### config.mk
export PLATFORM = sky130hd
export DESIGN_NAME = stg_addr_check
export DESIGN_NICKNAME = d
export VERILOG_FILES = /design/src/rtl/sacv_pkg.sv /design/src/rtl/sacv_char_decode.sv /design/src/rtl/sacv_assembler.sv /design/src/rtl/sacv_range_cmp.sv /design/src/rtl/sacv_result_reg.sv /design/src/rtl/stg_addr_check.sv
export SDC_FILE = /design/constraint.sdc
export NUM_CORES = 1
export LEC_CHECK = 0
export ABC_CLOCK_PERIOD_IN_PS = 4340
export BUFFER_PORTS_ARGS = -buffer_cell sky130_fd_sc_hd__buf_2
export CORE_ASPECT_RATIO = 2
export CORE_UTILIZATION = 61
export CTS_BUF_LIST = sky130_fd_sc_hd__clkbuf_8
export DETAILED_ROUTE_END_ITERATION = 8
export PLACE_DENSITY = 0.83
export SYNTH_ARGS = -nofsm -noshare
export SYNTH_HDL_FRONTEND = slang
export SYNTH_SLANG_ARGS = --single-unit
### constraint.sdc
create_clock -name clk -period 4.34 [get_ports clk]
set_input_delay 0.434 -clock clk [delete_from_list [all_inputs] [get_ports clk]]
set_output_delay 0.434 -clock clk [all_outputs]
set_load 0.1 [all_outputs]
### src/rtl/sacv_pkg.sv
package sacv_pkg;

    localparam int NPOS   = 5;
    localparam int CHW    = 6;
    localparam int NUMW   = 4;
    localparam int VALW   = 17;
    localparam int TAGW   = 4;
    localparam int SELW   = 3;
    localparam int NCAP   = 5;
    localparam int PW     = $clog2(NPOS);

    typedef struct packed {
        logic            zb;
        logic            za;
        logic [NUMW-1:0] num;
    } bcd_char_t;

    typedef struct packed {
        logic            ok;
        logic [NUMW-1:0] val;
    } digit_t;

    typedef enum logic [SELW-1:0] {
        CAP_10K = 3'd0,
        CAP_20K = 3'd1,
        CAP_40K = 3'd2,
        CAP_60K = 3'd3,
        CAP_80K = 3'd4
    } cap_e;

    typedef struct packed {
        logic [VALW-1:0] value;
        logic [TAGW-1:0] tag;
        logic            dig_bad;
        logic            zone_bad;
    } addr_res_t;

    // Numeric field to decimal digit; zero uses the 8+2 code.
    function automatic digit_t decode_num(input logic [NUMW-1:0] n);
        digit_t d;
        if (n == 4'b1010) begin
            d.ok  = 1'b1;
            d.val = 4'd0;
        end else if (n >= 4'd1 && n <= 4'd9) begin
            d.ok  = 1'b1;
            d.val = n;
        end else begin
            d.ok  = 1'b0;
            d.val = 4'd0;
        end
        return d;
    endfunction

    function automatic logic [VALW-1:0] cap_limit(input logic [SELW-1:0] sel);
        logic [VALW-1:0] c;
        case (cap_e'(sel))
            CAP_10K: c = VALW'(10000);
            CAP_20K: c = VALW'(20000);
            CAP_40K: c = VALW'(40000);
            CAP_60K: c = VALW'(60000);
            CAP_80K: c = VALW'(80000);
            default: c = VALW'(10000);
        endcase
        return c;
    endfunction

endpackage

### src/rtl/sacv_char_decode.sv
module sacv_char_decode
    import sacv_pkg::*;
#(
    parameter int TAG_HI_POS = 2,
    parameter int TAG_LO_POS = 3
) (
    input  bcd_char_t     ch,
    input  logic [PW-1:0] pos,
    output digit_t        dig,
    output logic          zone_bad,
    output logic          at_tag_hi,
    output logic          at_tag_lo
);
    logic has_zone;

    always_comb begin
        dig       = decode_num(ch.num);
        has_zone  = ch.zb | ch.za;
        at_tag_hi = (pos == PW'(TAG_HI_POS));
        at_tag_lo = (pos == PW'(TAG_LO_POS));
        zone_bad  = has_zone & ~(at_tag_hi | at_tag_lo);
    end
endmodule

### src/rtl/sacv_assembler.sv
module sacv_assembler
    import sacv_pkg::*;
#(
    parameter int TAG_HI_POS = 2,
    parameter int TAG_LO_POS = 3
) (
    input  logic      clk,
    input  logic      rst,
    input  logic      clr,
    input  logic      vld,
    input  bcd_char_t ch,
    output logic      fin_stb,
    output addr_res_t fin
);
    logic [PW-1:0]   pos_q;
    logic [VALW-1:0] acc_q;
    logic [TAGW-1:0] tag_q;
    logic            dig_bad_q;
    logic            zone_bad_q;

    digit_t          dig;
    logic            zone_bad_now;
    logic            at_hi;
    logic            at_lo;
    logic            last_pos;
    logic [VALW-1:0] next_val;
    logic [TAGW-1:0] tag_n;

    sacv_char_decode #(
        .TAG_HI_POS(TAG_HI_POS),
        .TAG_LO_POS(TAG_LO_POS)
    ) u_dec (
        .ch        (ch),
        .pos       (pos_q),
        .dig       (dig),
        .zone_bad  (zone_bad_now),
        .at_tag_hi (at_hi),
        .at_tag_lo (at_lo)
    );

    always_comb begin
        last_pos = (pos_q == PW'(NPOS - 1));
        next_val = (acc_q * VALW'(10)) + VALW'(dig.val);
        tag_n    = tag_q;
        if (at_hi) tag_n[3:2] = {ch.zb, ch.za};
        if (at_lo) tag_n[1:0] = {ch.zb, ch.za};
        fin.value    = next_val;
        fin.tag      = tag_n;
        fin.dig_bad  = dig_bad_q | ~dig.ok;
        fin.zone_bad = zone_bad_q | zone_bad_now;
        fin_stb      = vld & ~clr & last_pos;
    end

    always_ff @(posedge clk) begin
        if (rst || clr) begin
            pos_q      <= '0;
            acc_q      <= '0;
            tag_q      <= '0;
            dig_bad_q  <= 1'b0;
            zone_bad_q <= 1'b0;
        end else if (vld) begin
            if (last_pos) begin
                pos_q      <= '0;
                acc_q      <= '0;
                tag_q      <= '0;
                dig_bad_q  <= 1'b0;
                zone_bad_q <= 1'b0;
            end else begin
                pos_q      <= pos_q + PW'(1);
                acc_q      <= next_val;
                tag_q      <= tag_n;
                dig_bad_q  <= fin.dig_bad;
                zone_bad_q <= fin.zone_bad;
            end
        end
    end
endmodule

### src/rtl/sacv_range_cmp.sv
module sacv_range_cmp
    import sacv_pkg::*;
(
    input  logic [VALW-1:0] value,
    input  logic [SELW-1:0] sel,
    output logic            over
);
    logic [NCAP-1:0] over_v;

    for (genvar i = 0; i < NCAP; i++) begin : g_cap
        assign over_v[i] = (value >= cap_limit(SELW'(i)));
    end

    always_comb begin
        if (sel < SELW'(NCAP)) over = over_v[sel];
        else                   over = over_v[0];
    end
endmodule

### src/rtl/sacv_result_reg.sv
module sacv_result_reg
    import sacv_pkg::*;
(
    input  logic            clk,
    input  logic            rst,
    input  logic            clr,
    input  logic            fin_stb,
    input  addr_res_t       fin,
    input  logic            over,
    output logic            done,
    output logic [VALW-1:0] addr_bin,
    output logic [TAGW-1:0] index_tag,
    output logic            err_digit,
    output logic            err_zone,
    output logic            err_range
);
    always_ff @(posedge clk) begin
        if (rst) begin
            done      <= 1'b0;
            addr_bin  <= '0;
            index_tag <= '0;
            err_digit <= 1'b0;
            err_zone  <= 1'b0;
            err_range <= 1'b0;
        end else begin
            done <= fin_stb;
            if (fin_stb) begin
                addr_bin  <= fin.value;
                index_tag <= fin.tag;
            end
            if (clr) begin
                err_digit <= 1'b0;
                err_zone  <= 1'b0;
                err_range <= 1'b0;
            end else if (fin_stb) begin
                err_digit <= err_digit | fin.dig_bad;
                err_zone  <= err_zone  | fin.zone_bad;
                err_range <= err_range | over;
            end
        end
    end
endmodule

### src/rtl/stg_addr_check.sv
module stg_addr_check
    import sacv_pkg::*;
#(
    parameter int TAG_HI_POS = 2,
    parameter int TAG_LO_POS = 3
) (
    input  logic            clk,
    input  logic            rst,
    input  logic            clr,
    input  logic            char_vld,
    input  logic [CHW-1:0]  char_in,
    input  logic [SELW-1:0] cap_sel,
    output logic            done,
    output logic [VALW-1:0] addr_bin,
    output logic [TAGW-1:0] index_tag,
    output logic            err_digit,
    output logic            err_zone,
    output logic            err_range
);
    bcd_char_t ch;
    addr_res_t fin;
    logic      fin_stb;
    logic      over;

    assign ch = bcd_char_t'(char_in);

    sacv_assembler #(
        .TAG_HI_POS(TAG_HI_POS),
        .TAG_LO_POS(TAG_LO_POS)
    ) u_asm (
        .clk     (clk),
        .rst     (rst),
        .clr     (clr),
        .vld     (char_vld),
        .ch      (ch),
        .fin_stb (fin_stb),
        .fin     (fin)
    );

    sacv_range_cmp u_rng (
        .value (fin.value),
        .sel   (cap_sel),
        .over  (over)
    );

    sacv_result_reg u_res (
        .clk       (clk),
        .rst       (rst),
        .clr       (clr),
        .fin_stb   (fin_stb),
        .fin       (fin),
        .over      (over),
        .done      (done),
        .addr_bin  (addr_bin),
        .index_tag (index_tag),
        .err_digit (err_digit),
        .err_zone  (err_zone),
        .err_range (err_range)
    );
endmodule

==> results of run 1 <==
logic make-up after synthesis:
logic type,Yosys count,share of synthesized area
buffers and inverters,23,0.0293
AOI/OAI and AO/OA,105,0.236
and+or+nand+nor,126,0.191
muxes,4,0.0125
xor gates and xnor gates,25,0.0812
adders and majority gates,34,0.137
DFF,50,0.312
metrics by stage:
step	total power, W	setup WS, ns
global placement	0.000534	0.650
global route	0.000881	0.264
floorplan	0.000515	0.790
finish	0.000856	0.492
detailed placement	0.000535	0.515
CTS	0.000860	0.497
cell type report:
cell class                      count  area (sq um)  area share
Timing Repair Buffer               39           200      0.0567
Sequential cell                    50          1000       0.283
Clock inverter                      3          41.3      0.0117
Multi-Input combinational cell    294          2110       0.598
Clock buffer                        5          68.8      0.0195
Tap cell                           58          72.6      0.0205
Inverter                           10          37.5      0.0106
layer usage:
metal,up-vias,GRT usage,part of all wire
met1,1321,0.281,0.39
li1,1393,-,-
met4,0,0.135,0.031
met3,20,0.0497,0.030
met5,-,0,0
met2,73,0.525,0.55
placed cells by master, fill, tap and decap left out, types with 8 or more instances in the layout:
cell type	instances
nor2_1	65
dfxtp_1	50
buf_2	37
ha_1	32
a21oi_1	30
nand2_1	20
a211oi_1	14
xnor2_1	13
a22oi_1	12
o21ai_0	11
inv_1	11
nor3_1	8
xor2_1	8
path summary, 6_finish.rpt:
check / end / slack, ns / cells past startpoint
worst min-delay path: u_res.addr_bin[0]$_SDFFE_PP0P_ / 0.41 / 3
worst max register to register: u_res.err_range$_SDFFE_PP0P_ / 0.49 / 12
worst max-delay path: u_res.err_range$_SDFFE_PP0P_ / 0.49 / 12
worst min register to register: u_res.addr_bin[0]$_SDFFE_PP0P_ / 0.46 / 2
flip-flops by register name (all words and copies together), names as in the netlist:
| name | count |
|---|---|
| u_res.err_digit | 1 |
| u_res.err_zone | 1 |
| u_asm.pos_q | 3 |
| u_res.addr_bin | 17 |
| u_res.err_range | 1 |
| u_asm.acc_q | 16 |
| u_asm.dig_bad_q | 1 |
| u_asm.tag_q | 4 |
| u_res.index_tag | 4 |
| u_asm.zone_bad_q | 1 |
| u_res.done | 1 |
critical path: stages (launching register included):
cell and delay (ns):
dfxtp_1 0.34, ha_1 0.30, ha_1 0.26, fa_1 0.48
a211oi_1 0.35, o22ai_1 0.24, nor4_4 0.28, nand3b_1 0.17
nor4_2 0.39, xor2_2 0.18, a211o_1 0.29, a311o_1 0.35
o221ai_1 0.16
power by group:
group	leakage, nW	total, W	switching, W	internal [W]
registers	0.403	0.000463	0.00000206	0.000461
clock network	0.0556	0.000330	0.000160	0.000170
logic	1.05	0.0000628	0.0000416	0.0000213
==> run summary, run 1 <==
status -> complete, no violations
DP Area -> 3420 sq um
via count of the first global-routing pass -> 2,775
critical path class -> reg2reg
reg-to-reg startpoint -> u_asm.acc_q[1]$_SDFFE_PP0P_
Setup crit start -> u_asm.acc_q[1]$_SDFFE_PP0P_
Worst-path clk slew -> 0.10 ns
post-CTS sizing -> 0
synthesized area per cell -> 8.73 sq um
Critical Path Source Type -> register
RePlAce Congestion -> 0.877
count leader, synth -> nor2_1
tightest hold margin -> 0.411 ns
Initial Utilization -> 0.629
Die Span X -> 53.3 microns
CTS sink cnt -> 50
Core Util, Final -> 0.694
crit path max fanout -> 6
ANT cells -> 0
sum of negative setup slack -> 0 ns
Period minus WS final -> 3.85 ns
Yosys cell types -> 60
Layout area overhead -> 10.3%
Final Non-Filler Cells -> 459
PwrDens -> 242 nW/um^2
drt wl/cell -> 16.0 microns
CP Capture Type -> register
Synth area leader -> dfxtp_1
sequential fraction of the synthesis area -> 0.312
Post-synth EDFFs -> 0
placement row count -> 37
Pre-Repair DR Iteration Count -> 4
count of final max-slew check failures -> 0
CTS tree -> built
DRT Wirelength -> 7350 microns
Clock Tree Root -> clkbuf_8
GRT Overall Usage -> 0.285
H-tree levels -> 2
Port-buffer cells -> 37
Synth Register Bits -> 50
final net count -> 447
clock latency on the worst-skew pair -> 0.31 ns
ys flop type -> dfxtp_1
grt total ovfl -> 0
Final Instance Area -> 3530 sq um
drt via density -> 6.12
Yosys warning count -> 0
layout cell share with drive strength beyond 1 -> 0.170
core area -> 5090 sq um
Worst-Margin Slew -> 0.735 ns
maxcap violations -> 0
maximum VDD drop -> 0.219 mV
Die ar. -> 5560 sq um
Final Hold Vio Count -> 0
normalized max-slew margin -> 0.509
postcts setup bufs -> 0
endpoints failing setup -> 0
Final Skew -> 0.0111 ns
Tcrit/Tclk final -> 0.887
initial antenna violation count -> 0
Placed Instances -> 451
global-route wire length before repair -> 12,000 microns
hold path start -> char_in[0]
most frequent cells after synthesis -> nor2_1 (66), dfxtp_1 (50), ha_1 (32), a21oi_1 (30), nand2_1 (20)
Top Ports -> 38
Mapped Cells -> 367
f_max -> 0.260 GHz
Leak -> 1.51 nW
Antenna Nets Post-Route -> 0
top area cells in the synthesized netlist -> dfxtp_1 (31%), ha_1 (12%), nor2_1 (7.7%), a21oi_1 (4.7%), xnor2_1 (3.6%)
dpl hpwl -> 5610 microns
Post-route DRC -> 0
DRT iter0 DRCs -> 68
Post-synth ARST share -> 0
vias -> 2,807
synthesized area -> 3200 sq um
Min-Delay Path Class -> in2reg
Longest Clk Path Bufs -> 2
share of the synthesized area in the top cell type -> 0.312
fillcell total -> 430
cts hold-fix bufs -> 0
CP Data Arrival Time -> 4.09 ns
pin count of the biggest net entering global routing -> 26
die height -> 105 microns
Syn Nets -> 414
RSZ-0062 raised after global routing -> false
Critical Path RT -> 4.58 ns
CTS buffer count -> 5
Note: power is estimated with default switching activity, not from simulation.
==> inputs of run 2 (changes only) <==
--- a/config.mk
+++ b/config.mk
@@ -5,13 +5,16 @@
 export SDC_FILE = /design/constraint.sdc
 export NUM_CORES = 1
 export LEC_CHECK = 0
+export ABC_AREA = 1
 export ABC_CLOCK_PERIOD_IN_PS = 4340
 export BUFFER_PORTS_ARGS = -buffer_cell sky130_fd_sc_hd__buf_2
+export CELL_PAD_IN_SITES_DETAIL_PLACEMENT = 0
+export CELL_PAD_IN_SITES_GLOBAL_PLACEMENT = 1
 export CORE_ASPECT_RATIO = 2
-export CORE_UTILIZATION = 61
+export CORE_UTILIZATION = 44
 export CTS_BUF_LIST = sky130_fd_sc_hd__clkbuf_8
 export DETAILED_ROUTE_END_ITERATION = 8
-export PLACE_DENSITY = 0.83
+export PLACE_DENSITY_LB_ADDON = 0.1
 export SYNTH_ARGS = -nofsm -noshare
 export SYNTH_HDL_FRONTEND = slang
 export SYNTH_SLANG_ARGS = --single-unit
==> run 2 against run 1 <==
Against the previous run:
- clock skew is 0.00061 ns higher
- largest power group unchanged
- first-iteration DRC count is 18% higher
- worst hold slack worse by 0.019 ns
==> run summary, run 2 <==
DRT Wirelength -> 9210 microns (was 7350 microns)
Initial Utilization -> 0.456 (was 0.629)
Mapped Cells -> 521 (was 367)
CP delay by family, top -> simple AND/OR/NAND/NOR gates (was compound AO/OA/AOI/OAI gates)
Final Skew -> 0.0117 ns (was 0.0111 ns)
Leak -> 2.01 nW (was 1.51 nW)
CTS tree -> built (unchanged)
most common cell after layout, fill and taps aside -> nand2_1 (was nor2_1)
drt wl/cell -> 14.1 microns (was 16.0 microns)
maxcap violations -> 0 (unchanged)
ANT cells -> 0 (unchanged)
Layout area overhead -> 10.4% (was 10.3%)
Clock Tree Root -> clkbuf_8 (unchanged)
commonest cells after routing, fill and taps aside -> nand2_1 (148), inv_1 (70), dfxtp_1 (50) (was nor2_1 (65), dfxtp_1 (50), buf_2 (37))
clock latency on the worst-skew pair -> 0.32 ns (was 0.31 ns)
synthesized area -> 3490 sq um (was 3200 sq um)
status -> complete, no violations (unchanged)
GRT Overall Usage -> 0.239 (was 0.285)
Total Power -> 0.000806 W (was 0.000856 W)
normalized max-slew margin -> 0.427 (was 0.509)
dpl hpwl -> 7340 microns (was 5610 microns)
drt via density -> 5.13 (was 6.12)
sequential fraction of the synthesis area -> 0.287 (was 0.312)
top area cells in the synthesized netlist -> dfxtp_1 (29%), nand2_1 (16%), ha_1 (11%), inv_1 (7.4%), a21oi_1 (6.7%) (was dfxtp_1 (31%), ha_1 (12%), nor2_1 (7.7%), a21oi_1 (4.7%), xnor2_1 (3.6%))
post-CTS sizing -> 0 (unchanged)
Regs by FF count -> u_res.addr_bin: 17 flops, u_asm.acc_q: 16 flops (unchanged)
Tcrit/Tclk final -> 0.735 (was 0.887)
PwrDens -> 209 nW/um^2 (was 242 nW/um^2)
placement row count -> 45 (was 37)
CP max stage delay -> 0.55 ns (was 0.48 ns)
layout cell share with drive strength beyond 1 -> 0.163 (was 0.170)
Longest Clk Path Bufs -> 2 (unchanged)
CP Capture Type -> register (unchanged)
Worst-path clk slew -> 0.10 ns (about the same)
tightest hold margin -> 0.392 ns (was 0.411 ns)
register bank with the most flops -> u_res.addr_bin (unchanged)
most used cell, CP -> nand2_1 (was ha_1)
grt total ovfl -> 0 (unchanged)
pin count of the biggest net entering global routing -> 27 (was 26)
max reg flops -> 17 (unchanged)
Final Hold Vio Count -> 0 (unchanged)
Syn Nets -> 568 (was 414)
Top Ports -> 38 (unchanged)
RePlAce Congestion -> 0.809 (was 0.877)
Yosys cell types -> 36 (was 60)
count of final max-slew check failures -> 0 (unchanged)
Worst-Margin Slew -> 0.855 ns (was 0.735 ns)
cts hold-fix bufs -> 0 (unchanged)
Pre-Repair DR Iteration Count -> 4 (unchanged)
share of the synthesized area in the top cell type -> 0.287 (was 0.312)
Synth area leader -> dfxtp_1 (unchanged)
postcts setup bufs -> 0 (unchanged)
core area -> 7660 sq um (was 5090 sq um)
Antenna Nets Post-Route -> 0 (unchanged)
Post-synth EDFFs -> 0 (unchanged)
global-route wire length before repair -> 15,200 microns (was 12,000 microns)
sum of negative setup slack -> 0 ns (unchanged)
Post-route DRC -> 0 (unchanged)
synthesized area per cell -> 6.71 sq um (was 8.73 sq um)
count leader, synth -> nand2_1 (was nor2_1)
CP Data Arrival Time -> 3.38 ns (was 4.09 ns)
Min-Delay Path Class -> in2reg (unchanged)
Port-buffer cells -> 37 (unchanged)
via count of the first global-routing pass -> 3,360 (was 2,775)
f_max -> 0.314 GHz (was 0.260 GHz)
die height -> 128 microns (was 105 microns)
Period minus WS final -> 3.19 ns (was 3.85 ns)
DRT iter0 DRCs -> 80 (was 68)
Bufs and invs on worst path -> 3 (was 0)
H-tree levels -> 2 (unchanged)
vias -> 3,338 (was 2,807)
CTS buffer count -> 5 (unchanged)
fillcell total -> 870 (was 430)
CTS sink cnt -> 50 (unchanged)
Critical Path Source Type -> register (unchanged)
critical path class -> reg2reg (unchanged)
Die Span X -> 65.0 microns (was 53.3 microns)
RSZ-0062 raised after global routing -> false (unchanged)
final net count -> 604 (was 447)
worst path cell trace -> ha_1 > ha_1 > fa_1 > nand2_1 > inv_1 > nand3_2 > inv_2 > nand2_2 > nor2_2 > nand3_2 > nor2_1 > nand3_1 > nand2_2 > inv_2 > nor2_1 > nand3_1 > nand2_1 > nand2_1 > nand2_1 > nand2_1 > nand2_1 > nand2_1 > nand2_1 > a21oi_2 (was ha_1 > ha_1 > fa_1 > a211oi_1 > o22ai_1 > nor4_4 > nand3b_1 > nor4_2 > xor2_2 > a211o_1 > a311o_1 > o221ai_1)
maximum VDD drop -> 0.217 mV (was 0.219 mV)
ys flop type -> dfxtp_1 (unchanged)
Synth Register Bits -> 50 (unchanged)
most frequent cells after synthesis -> nand2_1 (148), inv_1 (69), dfxtp_1 (50), a21oi_1 (47), nor2_1 (45) (was nor2_1 (66), dfxtp_1 (50), ha_1 (32), a21oi_1 (30), nand2_1 (20))
initial antenna violation count -> 0 (unchanged)
Yosys warning count -> 0 (unchanged)
slowest CP cell -> fa_1 (unchanged)
Die ar. -> 8320 sq um (was 5560 sq um)
Post-synth ARST share -> 0 (unchanged)
crit path max fanout -> 4 (was 6)
endpoints failing setup -> 0 (unchanged)
Critical Path RT -> 4.53 ns (was 4.58 ns)
==> run 2: worst paths after layout <==
kind,from,to,slack [ns],cells after the start
worst min-delay path,rst,u_res.index_tag[2]$_SDFFE_PP0P_,0.39,2
worst max register to register,u_asm.acc_q[1]$_SDFFE_PP0P_,u_res.err_range$_SDFFE_PP0P_,1.15,24
worst min register to register,u_res.index_tag[2]$_SDFFE_PP0P_,u_res.index_tag[2]$_SDFFE_PP0P_,0.47,2
worst max-delay path,u_asm.acc_q[1]$_SDFFE_PP0P_,u_res.err_range$_SDFFE_PP0P_,1.15,24
==> run 2: kinds of logic after synthesis <==
| group | count (synthesis) | synth area share |
|---|---|---|
| adders and majority gates | 34 | 0.126 |
| buffers and inverters | 88 | 0.0946 |
| AOI/OAI and AO/OA | 79 | 0.128 |
| DFF | 50 | 0.287 |
| and+or+nand+nor | 262 | 0.343 |
| xor gates and xnor gates | 8 | 0.0222 |
==> run 2: power by group <==
part           switching (W)  internal (W)  total (W)
clock network       0.000165      0.000109   0.000274
registers         0.00000263      0.000461   0.000464
logic              0.0000472     0.0000207  0.0000679
==> run 2: worst reg2reg max path: stages, from the launching register on <==
cell     delay, ns
dfxtp_1       0.34
ha_1          0.30
ha_1          0.25
fa_1          0.55
nand2_1       0.07
inv_1         0.14
nand3_2       0.10
inv_2         0.08
nand2_2       0.06
nor2_2        0.10
nand3_2       0.10
nor2_1        0.10
nand3_1       0.13
nand2_2       0.13
inv_2         0.06
nor2_1        0.08
nand3_1       0.07
nand2_1       0.06
nand2_1       0.04
nand2_1       0.05
nand2_1       0.04
nand2_1       0.05
nand2_1       0.04
nand2_1       0.07
a21oi_2       0.05
==> run 2: layer usage <==
metal	vias up	part of all wire	GRT usage
met5	-	0	0
met4	0	0.026	0.0993
met3	17	0.020	0.0249
met2	49	0.58	0.486
met1	1537	0.37	0.227
li1	1735	-	-
==> run 2: cell type report <==
cell class	instances	area [sq um]	area share
Sequential cell	50	1000	0.260
Multi-Input combinational cell	383	2160	0.561
Tap cell	94	118	0.0305
Timing Repair Buffer	39	200	0.0519
Clock buffer	5	68.8	0.0178
Inverter	78	293	0.0759
Clock inverter	2	11.3	0.00292
==> run 2: metrics by stage <==
step                      cell area (sq um)  setup WS [ns]   util  cells
after floorplan                        3490           1.45      -    521
after global placement                 3780           1.17  0.493    644
after detailed placement               3780           1.12  0.493    644
after CTS                              3860           1.10  0.504    651
after global routing                   3860          0.792  0.504    651
final                                  3860           1.15  0.504    651
==> inputs of run 3 (changes only) <==
--- a/config.mk
+++ b/config.mk
@@ -6,7 +6,7 @@
 export NUM_CORES = 1
 export LEC_CHECK = 0
 export ABC_AREA = 1
-export ABC_CLOCK_PERIOD_IN_PS = 4340
+export ABC_CLOCK_PERIOD_IN_PS = 3200
 export BUFFER_PORTS_ARGS = -buffer_cell sky130_fd_sc_hd__buf_2
 export CELL_PAD_IN_SITES_DETAIL_PLACEMENT = 0
 export CELL_PAD_IN_SITES_GLOBAL_PLACEMENT = 1
==> constraint.sdc (replaced) <==
create_clock -name clk -period 3.2 [get_ports clk]
set_input_delay 0.32 -clock clk [delete_from_list [all_inputs] [get_ports clk]]
set_output_delay 0.32 -clock clk [all_outputs]
set_load 0.1 [all_outputs]
==> run 3 against run 2 <==
Against the previous run:
- clock power increased by 57%
- die area unchanged
- critical path depth shrank 3
- fmax is 3.4% higher
- utilization grew 2.4 points
==> run summary, run 3 (synthesized netlist as in run 2, its figures left out) <==
CP Data Arrival Time -> 3.30 ns (was 3.38 ns)
Pre-Repair DR Iteration Count -> 5 (was 4)
Final Skew -> 0.0114 ns (was 0.0117 ns)
most common cell after layout, fill and taps aside -> nand2_1 (unchanged)
Hold Path Stages -> 2 (unchanged)
DRT iter0 DRCs -> 112 (was 80)
ANT cells -> 0 (unchanged)
global-route wire length before repair -> 15,500 microns (was 15,200 microns)
endpoints failing setup -> 0 (unchanged)
clock latency on the worst-skew pair -> 0.32 ns (about the same)
Period minus WS final -> 3.08 ns (was 3.19 ns)
Critical Path Source Type -> register (unchanged)
drt wl/cell -> 14.2 microns (was 14.1 microns)
Longest Clk Path Bufs -> 2 (unchanged)
Layout area overhead -> 15.6% (was 10.4%)
layout cell share with drive strength beyond 1 -> 0.212 (was 0.163)
Min-Delay Path Class -> in2reg (unchanged)
worst path cell trace -> ha_4 > ha_4 > fa_2 > nand2_1 > inv_2 > nand3_2 > inv_2 > nand2_2 > nor2_2 > nand3_2 > buf_4 > nor2_1 > nand4_1 > nand2_1 > inv_2 > nor2_1 > nand2_1 > nand2_1 > a21oi_1 > nand2_2 > a21oi_2 (was ha_1 > ha_1 > fa_1 > nand2_1 > inv_1 > nand3_2 > inv_2 > nand2_2 > nor2_2 > nand3_2 > nor2_1 > nand3_1 > nand2_2 > inv_2 > nor2_1 > nand3_1 > nand2_1 > nand2_1 > nand2_1 > nand2_1 > nand2_1 > nand2_1 > nand2_1 > a21oi_2)
final worst setup slack -> 0.117 ns (was 1.15 ns)
Final Hold Vio Count -> 0 (unchanged)
Reg2Reg Setup Slack -> 0.12 ns (was 1.15 ns)
Worst-Margin Slew -> 0.545 ns (was 0.855 ns)
normalized max-slew margin -> 0.635 (was 0.427)
Final Instance Area -> 4040 sq um (was 3860 sq um)
CTS sink cnt -> 50 (unchanged)
Worst Reg2Reg Path Length in Cells -> 21 (was 24)
DRT Wirelength -> 9410 microns (was 9210 microns)
grt total ovfl -> 0 (unchanged)
Post-route DRC -> 0 (unchanged)
GRT Overall Usage -> 0.245 (was 0.239)
count of final max-slew check failures -> 0 (unchanged)
critical path class -> reg2reg (unchanged)
CTS buffer count -> 5 (unchanged)
maxcap violations -> 0 (unchanged)
vias -> 3,410 (was 3,338)
most used cell, CP -> nand2_1 (unchanged)
core area -> 7660 sq um (unchanged)
Bufs and invs on worst path -> 4 (was 3)
Total Power -> 0.00116 W (was 0.000806 W)
Leak -> 2.05 nW (was 2.01 nW)
die height -> 128 microns (unchanged)
crit path max fanout -> 3 (was 4)
Die Span X -> 65.0 microns (unchanged)
initial antenna violation count -> 0 (unchanged)
Core Util, Final -> 0.527 (was 0.504)
placement row count -> 45 (unchanged)
pre-CTS setup slack -> -0.0488 ns (was 1.12 ns)
Port-buffer cells -> 37 (unchanged)
cts hold-fix bufs -> 0 (unchanged)
Top Ports -> 38 (unchanged)
DP Area -> 3800 sq um (was 3780 sq um)
CP max stage delay -> 0.58 ns (was 0.55 ns)
Placed Instances -> 647 (was 644)
Worst-path clk slew -> 0.10 ns (about the same)
f_max -> 0.324 GHz (was 0.314 GHz)
final net count -> 613 (was 604)
Antenna Nets Post-Route -> 0 (unchanged)
Critical Path RT -> 3.42 ns (was 4.53 ns)
Initial Utilization -> 0.456 (unchanged)
dpl hpwl -> 7410 microns (was 7340 microns)
Tcrit/Tclk final -> 0.963 (was 0.735)
reg2reg end -> u_res.err_range$_SDFFE_PP0P_ (unchanged)
RePlAce Congestion -> 0.828 (was 0.809)
CP Capture Type -> register (unchanged)
slowest CP cell -> fa_2 (was fa_1)
Final Non-Filler Cells -> 661 (was 651)
CTS tree -> built (unchanged)
max reg flops -> 17 (unchanged)
via count of the first global-routing pass -> 3,346 (was 3,360)
PwrDens -> 286 nW/um^2 (was 209 nW/um^2)
reg-to-reg startpoint -> u_asm.acc_q[3]$_SDFFE_PP0P_ (was u_asm.acc_q[1]$_SDFFE_PP0P_)
pin count of the biggest net entering global routing -> 26 (was 27)
maximum VDD drop -> 0.449 mV (was 0.217 mV)
commonest cells after routing, fill and taps aside -> nand2_1 (144), inv_1 (67), a21oi_1 (47), dfxtp_1 (47), nor2_1 (42) (was nand2_1 (148), inv_1 (70), dfxtp_1 (50))
Endpoint, Worst Hold -> u_res.index_tag[0]$_SDFFE_PP0P_ (was u_res.index_tag[2]$_SDFFE_PP0P_)
drt via density -> 5.16 (was 5.13)
Clock Tree Root -> clkbuf_8 (unchanged)
status -> complete, no violations (unchanged)
hold path start -> rst (unchanged)
H-tree levels -> 2 (unchanged)
CP delay by family, top -> simple AND/OR/NAND/NOR gates (unchanged)
RSZ-0062 raised after global routing -> true (was false)
register bank with the most flops -> u_res.addr_bin (unchanged)
Regs by FF count -> u_res.addr_bin: 17 flops, u_asm.acc_q: 16 flops (unchanged)
Die ar. -> 8320 sq um (unchanged)
run 3: changes by cell type in the layout (fill, tap and decap cells not counted), moves of 2 or more:
cell,delta
buf_4,+9
ha_1,-5
nand2_1,-4
nand2_2,+4
dfxtp_1,-3
ha_2,+3
inv_1,-3
clkbuf_8,+2
dfxtp_2,+2
ha_4,+2
inv_2,+2
nor2_1,-2
nor2_4,+2
run 3: area by class of cell:
class	count	area [sq um]
fill	844	3620
multi-input combinational	383	2250
sequential	50	1010
inverter	78	293
timing repair buffer	48	268
tap	94	118
clock buffer	7	96.3
clock inverter	1	8.76
run 3: per-layer routing:
metal  vias up  routed length (microns)  part of all wire  global-route usage
met5         -                        0                 0                   0
met4         0                      311             0.033               0.108
met3        19                      267             0.028              0.0302
met2        61                     5410              0.58               0.480
met1      1570                     3420              0.36               0.245
li1       1760                        -                 -                   -
run 3: worst max-delay path by stage:
stage	startpoint	end	slack, ns	cells past startpoint
final	u_asm.acc_q[3]$_SDFFE_PP0P_	u_res.err_range$_SDFFE_PP0P_	0.12	21
after global routing	u_asm.acc_q[3]$_SDFFE_PP0P_	u_res.err_range$_SDFFE_PP0P_	-0.17	25
after CTS	u_asm.acc_q[1]$_SDFFE_PP0P_	u_res.err_range$_SDFFE_PP0P_	0.01	25
after detailed placement	u_asm.acc_q[1]$_SDFFE_PP0P_	u_res.err_range$_SDFFE_PP0P_	-0.05	24
after global placement	u_asm.acc_q[1]$_SDFFE_PP0P_	u_res.err_range$_SDFFE_PP0P_	-0.01	24
after floorplan	u_asm.acc_q[1]$_SDFFE_PP0P_	u_res.err_range$_SDFFE_PP0P_	0.31	24
run 3: timing repair:
action,in CTS,in global routing
resized for setup,7,18
pin swaps,1,12
endpoints found under the setup margin,1,1
buffers inserted,1,5
run 3: metrics by stage:
| step | hold slack, ns | setup TNS [ns] |
|---|---|---|
| 2_1_floorplan | 0.389 | 0 |
| 3_3_place_gp | 0.446 | -0.0142 |
| 3_5_place_dp | 0.451 | -0.0488 |
| 4_1_cts | 0.278 | 0 |
| 5_1_grt | 0.291 | -0.166 |
| 6_report | 0.278 | 0 |
run 3: where the power goes:
group / internal, W / switching, W / leakage [nW]
registers: 0.000625 / 0.00000388 / 0.405
clock network: 0.000199 / 0.000232 / 0.0544
logic: 0.0000311 / 0.0000653 / 1.59
